--- src/rtl/brg_pkg.sv ---
package brg_pkg;
    localparam int unsigned RELOAD_W_DEF  = 7;
    localparam int unsigned XFER_BITS_DEF = 9;
endpackage

--- src/rtl/brg_counter.sv ---
module brg_counter #(
    parameter int unsigned W = brg_pkg::RELOAD_W_DEF
) (
    input  logic         clk,
    input  logic         rst,
    input  logic         tick,
    input  logic         run,
    input  logic         arm,
    input  logic [W-1:0] arm_val,
    input  logic         rearm,
    output logic         roll
);
    typedef struct packed {
        logic [W-1:0] cnt;
        logic [W-1:0] rld;
    } cnt_state_t;

    cnt_state_t st_d, st_q;

    always_comb begin
        roll = run && tick && (st_q.cnt == '0);
        st_d = st_q;
        if (arm) begin
            st_d.cnt = arm_val;
            st_d.rld = arm_val;
        end else if (rearm) begin
            st_d.cnt = st_q.rld;
        end else if (run && tick && (st_q.cnt != '0)) begin
            st_d.cnt = st_q.cnt - 1'b1;
        end
    end

    always_ff @(posedge clk) begin
        if (rst) st_q <= '0;
        else     st_q <= st_d;
    end


    cnt_bound_chk: assert property (@(posedge clk) disable iff (rst)
        st_q.cnt <= st_q.rld);


    arm_load_chk: assert property (@(posedge clk) disable iff (rst)
        arm |=> (st_q.cnt == $past(arm_val)));


    idle_hold_chk: assert property (@(posedge clk) disable iff (rst)
        (!tick && !arm && !rearm) |=> $stable(st_q.cnt));
endmodule

--- src/rtl/brg_seq.sv ---
module brg_seq #(
    parameter int unsigned HALVES = 2 * brg_pkg::XFER_BITS_DEF,
    localparam int unsigned HW    = $clog2(HALVES)
) (
    input  logic clk,
    input  logic rst,
    input  logic start,
    input  logic val_zero,
    input  logic roll,
    output logic arm,
    output logic rearm,
    output logic busy,
    output logic scl,
    output logic done,
    output logic cfg_err
);
    typedef struct packed {
        logic          busy;
        logic          scl;
        logic [HW-1:0] half;
    } seq_state_t;

    seq_state_t st_d, st_q;
    logic accept, last;

    always_comb begin
        accept  = start && !st_q.busy;
        arm     = accept && !val_zero;
        cfg_err = accept && val_zero;
        last    = (st_q.half == HW'(HALVES - 1));
        done    = roll && last;
        rearm   = roll && !last;
        st_d    = st_q;
        if (arm) begin
            st_d.busy = 1'b1;
            st_d.half = '0;
        end else if (roll) begin
            st_d.scl = ~st_q.scl;
            if (last) begin
                st_d.busy = 1'b0;
                st_d.half = '0;
            end else begin
                st_d.half = st_q.half + 1'b1;
            end
        end
    end

    always_ff @(posedge clk) begin
        if (rst) begin
            st_q.busy <= 1'b0;
            st_q.scl  <= 1'b1;
            st_q.half <= '0;
        end else begin
            st_q <= st_d;
        end
    end

    assign busy = st_q.busy;
    assign scl  = st_q.scl;


    scl_toggle_chk: assert property (@(posedge clk) disable iff (rst)
        roll |=> (st_q.scl != $past(st_q.scl)));


    idle_scl_chk: assert property (@(posedge clk) disable iff (rst)
        (!st_q.busy && !roll) |=> $stable(st_q.scl));


    zero_refuse_chk: assert property (@(posedge clk) disable iff (rst)
        (start && !st_q.busy && val_zero) |=> !st_q.busy);


    done_idle_chk: assert property (@(posedge clk) disable iff (rst)
        done |=> !st_q.busy);


    roll_busy_chk: assert property (@(posedge clk) disable iff (rst)
        roll |-> st_q.busy);
endmodule

--- src/rtl/i2c_brg.sv ---
module i2c_brg #(
    parameter int unsigned RELOAD_W  = brg_pkg::RELOAD_W_DEF,
    parameter int unsigned XFER_BITS = brg_pkg::XFER_BITS_DEF,
    localparam int unsigned HALVES   = 2 * XFER_BITS
) (
    input  logic                clk,
    input  logic                rst,
    input  logic                tick,
    input  logic                start,
    input  logic [RELOAD_W-1:0] reload_val,
    output logic                scl,
    output logic                busy,
    output logic                rollover,
    output logic                done,
    output logic                cfg_err
);
    logic arm, rearm, roll, val_zero;

    assign val_zero = (reload_val == '0);

    brg_counter #(.W(RELOAD_W)) u_cnt (
        .clk(clk), .rst(rst), .tick(tick), .run(busy),
        .arm(arm), .arm_val(reload_val), .rearm(rearm), .roll(roll)
    );

    brg_seq #(.HALVES(HALVES)) u_seq (
        .clk(clk), .rst(rst), .start(start), .val_zero(val_zero),
        .roll(roll), .arm(arm), .rearm(rearm), .busy(busy),
        .scl(scl), .done(done), .cfg_err(cfg_err)
    );

    assign rollover = roll;


    rollover_pulse_chk: assert property (@(posedge clk) disable iff (rst)
        done |=> !rollover);
endmodule

--- config.mk ---
export PLATFORM = sky130hd
export DESIGN_NAME = i2c_brg
export DESIGN_NICKNAME = d
export VERILOG_FILES = /design/src/rtl/brg_pkg.sv /design/src/rtl/brg_counter.sv /design/src/rtl/brg_seq.sv /design/src/rtl/i2c_brg.sv
export SDC_FILE = /design/constraint.sdc
export NUM_CORES = 1
export LEC_CHECK = 0
export BUFFER_PORTS_ARGS = -buffer_cell sky130_fd_sc_hd__buf_4
export CAP_MARGIN = 0
export CORE_MARGIN = 1
export CORE_UTILIZATION = 40
export DETAILED_ROUTE_END_ITERATION = 7
export GPL_ROUTABILITY_DRIVEN = 0
export PLACE_DENSITY = 0.64
export SLEW_MARGIN = 20
export SYNTH_ARGS = -nofsm -noshare
export SYNTH_HDL_FRONTEND = slang
export SYNTH_SLANG_ARGS = --single-unit
--- constraint.sdc ---
create_clock -name clk -period 3.2 [get_ports clk]
set_input_delay 0.64 -clock clk [delete_from_list [all_inputs] [get_ports clk]]
set_output_delay 0.64 -clock clk [all_outputs]
set_load 0.02 [all_outputs]
== Word level (Yosys, flattened, before mapping) ==
Cells that the tools add are included.

* Register bits: 21
* Latch bits: 0
* RAM bits: 0
* Memory bits (read-only): 0
* Bits of input ports: 11
* Output and inout port bits: 5
* Word-level logic and storage cells: 37
* Memories: 0

* $add $sub $neg: 2
* Multiply operators: 0
* Divide/modulo/power cells: 0
* Order comparisons: 0
* Equal/unequal tests: 1
* Shift-type cells: 0
* Muxes and demuxes: 7
* Bitwise gates (word level): 2
* Reduce and logical (&&, ||, !) cells: 20

{| class="wikitable"
|+ Operator list
! kind !! number
|-
| 2-to-1 mux 7 bit || 4
|-
| zero test 7 bit || 2
|-
| logical AND 1 bit || 8
|-
| nonzero test 7 bit || 1
|-
| subtractor 7 x 1 -> 7 bit (second input constant) || 1
|-
| adder 5 x 1 -> 5 bit (second input constant) || 1
|-
| equality test 5 bit (second input constant) || 1
|-
| 2-to-1 mux 5 bit || 1
|-
| AND reduction 2 bit || 2
|-
| nonzero test 2 bit || 2
|-
| zero test 1 bit || 3
|-
| nonzero test 3 bit || 1
|-
| 2-to-1 mux 1 bit || 2
|-
| inverter 1 bit || 2
|-
| OR reduction 2 bit || 1
|}

== Longest topological paths before layout ==
* Depth after elaboration: 5
* Depth in mapped cells: 8
* Gate-level depth less buffers: 8

== Hierarchy ==
A second synthesis with hierarchy kept.

* Cell total of the unflattened synthesis: 132
* Area total of the unflattened synthesis: 1193.6 um2

{| class="wikitable"
|+ By module, submodules not included
! module !! instances !! cells each !! area an instance (um2)
|-
| brg_counter || 1 || 91 || 763.2
|-
| brg_seq || 1 || 39 || 410.4
|-
| i2c_brg || 1 || 2 || 20.0
|}

== Worst setup path after synthesis ==
OpenSTA, ideal clock, no wires.

* Kind: reg-to-output
* From: register u_cnt.st_q[7] (netlist bit)
* To: output done
* Data arrival time: 1.333 ns
* Slack: 1.227 ns
* Stages on the path, launching flop included: 6
* Cell sequence: dfxtp_1 inv_1 ha_1 nor3b_4 nand3_4 nor2_1

* Longest elaborated chain between the ends: 3

{| class="wikitable"
|+ Ends and longest elaborated chain
! what !! line !! RTL
|-
| from (decl) || brg_counter.sv:18 || <nowiki>cnt_state_t st_d, st_q;</nowiki>
|-
| from (signal assigned) || brg_counter.sv:35 || <nowiki>else st_q <= st_d;</nowiki>
|-
| zero test 7 bit || brg_counter.sv:21 || <nowiki>roll = run && tick && (st_q.cnt == '0);</nowiki>
|-
| logical AND 1 bit || brg_counter.sv:21 ||
|-
| logical AND 1 bit || brg_seq.sv:31 || <nowiki>done = roll && last;</nowiki>
|-
| to (decl) || i2c_brg.sv:14 || <nowiki>output logic done,</nowiki>
|}

Every way passes these cells.

== Final worst setup path ==
Same ends and word-level chain as after synthesis.

==> impl_metrics.tcl <==
set metrics [dict create \
    final_net_count 156 \
    yosys.area.top_type "dfxtp_1" \
    netlist_area_um2 1090 \
    grt_first_pass_wirelength_um 3520 \
    first_global_vias 825 \
    async_flop_share_pct 0 \
    final_common_cell "dfxtp_1" \
    endpoint_kind "output pin" \
    hold_depth 2 \
    slew_headroom_pct 62.1 \
    final_cell_mix "21 x dfxtp_1, 20 x nand2_1, 16 x buf_4" \
    num_antenna_cells 0 \
    swShare_pct 30.8 \
    holdPathEnd "u_cnt.st_q[3]$_SDFFE_PP0P_" \
    yosys-top-cells-area "dfxtp_1 39%, nand2_1 6.9%, a21oi_1 5.5%" \
    power_frac_clock_pct 23.1 \
    syn2layout_area_growth_pct 14.0 \
    required_ps 2560 \
    h-tree-depth 1 \
    vias_per_cell 5.50 \
    path_clk_slew_ps 110 \
    ys.flop_type "dfxtp_1" \
    io_pins 16 \
    detailed_place_hpwl_um 1580 \
    fillCellCount 250 \
    min_from "u_cnt.st_q[3]$_SDFFE_PP0P_" \
    dp_worst_setup_slack_ps 1100 \
    p_leak_nw 0.474 \
    yosysWarnings 0 \
    core_area_um2 2520 \
    rsz0062_at_grt "no" \
    worst_pin_slew_ps 561 \
    clockBufferDepth 2 \
    syn_nets 141 \
    synth_seq_cells 21 \
    r2r_start "u_cnt.st_q[7]$_SDFFE_PP0P_" \
    synth_edf_count 0 \
    min_period_ps 2400 \
    start_util_pct 43.3 \
    setup_tns_ps 0 \
    multi_input_area_um2 623 \
    r2r-end "u_cnt.st_q[8]$_SDFFE_PP0P_" \
    layout.area.seq_um2 420 \
    grt_usage_pct 16.9 \
    critPathLaunchType "register" \
    yosysSeqAreaShare_pct 38.5 \
    root_buffer "clkbuf_4" \
    cellPowerDensity_nw_per_um2 456 \
    internal_power_w 0.000393 \
    die_w_um 54.2 \
    synth_top_area_share_pct 38.5 \
    post_cts_resized 0 \
    pwr-share-comb_pct 24.2 \
    r2r_slack_ps 1070 \
    rows 18 \
    max-vdd-ir-drop_mv 0.277 \
    syn_avg_cell_area_um2 8.59 \
    antenna_found_initial 0 \
    synthCells 127 \
    setup_viol 0 \
    max_freq_mhz 417 \
    clk_latency_ps 310 \
    path_max_fanout 6 \
    holdBufCountCts 0 \
    drv_slew 0 \
    hold_class "reg -> reg" \
    drt-initial-drc-count 13 \
    wl_um 2120 \
    first_pass_iters 4 \
    final_hold_viol_count 0 \
    finClkSkew_ps 2.19 \
    cts_made_buffers 3 \
    die_h_um 54.2 \
    post-route-drc-count 0 \
    status "completed" \
    cts_tree "done" \
    grt_overflow 0 \
    grt_max_degree 18 \
    crit_path_start "u_cnt.st_q[7]$_SDFFE_PP0P_" \
    wl_per_cell_um 12.4 \
    cts.sinks 21 \
    die_area_um2 2940 \
    port_buffers 15 \
    drive_gt1_share_pct 20.6 \
    fin_ws_ps 800 \
    worst-setup-path-type "reg -> out" \
    maxCapViolations 0 \
    p_switching_w 0.000175 \
    cp.arrival_ps 1760 \
    r2r_cells 7 \
    detail-route-antenna-nets 0 \
    fin_crit_sh_pct 75.0 \
    post_cts_buffers 0 \
    seq_power_share_pct 52.7 \
    synth_cell_types 38 \
    vias 940 \
]
## flip-flops by register name, summed over array words and instances (netlist names)
signal      flops
u_seq.st_q      5
u_seq.busy      1
u_cnt.st_q     14
u_seq.scl       1
## worst max-delay path: stages (launching register included)
cell     delay [ps]
dfxtp_1         360
inv_1            70
ha_1            180
nor3b_4         360
nand3_4         150
nor2_1          170
buf_4           160
## power by group through the flow
stage	clock network [W]	registers, W	logic (W)
2_1_floorplan	0	0.000304	0.000107
3_3_place_gp	0	0.000305	0.000135
3_5_place_dp	0	0.000305	0.000138
4_1_cts	0.000137	0.000299	0.000138
5_1_grt	0.000145	0.000303	0.000152
6_report	0.000131	0.000299	0.000137
## worst max-delay path by stage
| stage | end | slack (ps) | cells past startpoint |
|---|---|---|---|
| CTS | done | 780 | 6 |
| finish | done | 800 | 6 |
| global placement | u_cnt.st_q[12]$_SDFFE_PP0P_ | 1130 | 7 |
| floorplan | done | 1230 | 5 |
| global route | done | 650 | 6 |
| detailed placement | u_cnt.st_q[8]$_SDFFE_PP0P_ | 1100 | 5 |
## cell usage after synthesis (all sizes together), types with 2 or more instances
cell    instances
a211oi          2
a21oi          12
a311oi          5
and3            2
buf             5
dfxtp          21
ha              3
inv             3
nand2          20
nand2b          2
nand3           2
nand4           3
nor2           14
nor3            4
o211ai          5
o21ai           3
xnor2           3
xor2            4
## kinds of logic after synthesis
logic type,after synthesis,share of synthesized area [%]
DFF,21,38.5
buffers and inverters,10,4.36
xor gates and xnor gates,7,5.62
and+or+nand+nor,55,27.8
AOI/OAI and AO/OA,31,20.3
adders and majority gates,3,3.44
## metrics by stage
step | util [%] | instances | hold WS, ps | total power (W) | instance area [um^2]
floorplan | - | 127 | 433 | 0.000411 | 1090
global placement | 48.3 | 167 | 446 | 0.000440 | 1220
detailed placement | 48.3 | 167 | 449 | 0.000443 | 1220
CTS | 49.3 | 171 | 466 | 0.000574 | 1240
global route | 49.3 | 171 | 490 | 0.000600 | 1240
finish | 49.3 | 171 | 469 | 0.000567 | 1240
## layout make-up
type,count,share of cell area (%)
multi-input combinational,96,50.1
sequential,21,33.8
clock buffer,4,2.11
tap,30,3.02
timing repair buffer,16,9.66
inverter,4,1.31
## metal layers
| layer | global-route usage (%) | up-vias | routed length (um) |
|---|---|---|---|
| li1 | - | 482 | - |
| met1 | 19.9 | 439 | 1060 |
| met2 | 28.5 | 14 | 949 |
| met3 | 3.33 | 5 | 62 |
| met4 | 8.97 | 0 | 46 |
| met5 | 0 | - | 0 |
No activity file was read; power rests on OpenSTA's default activity.
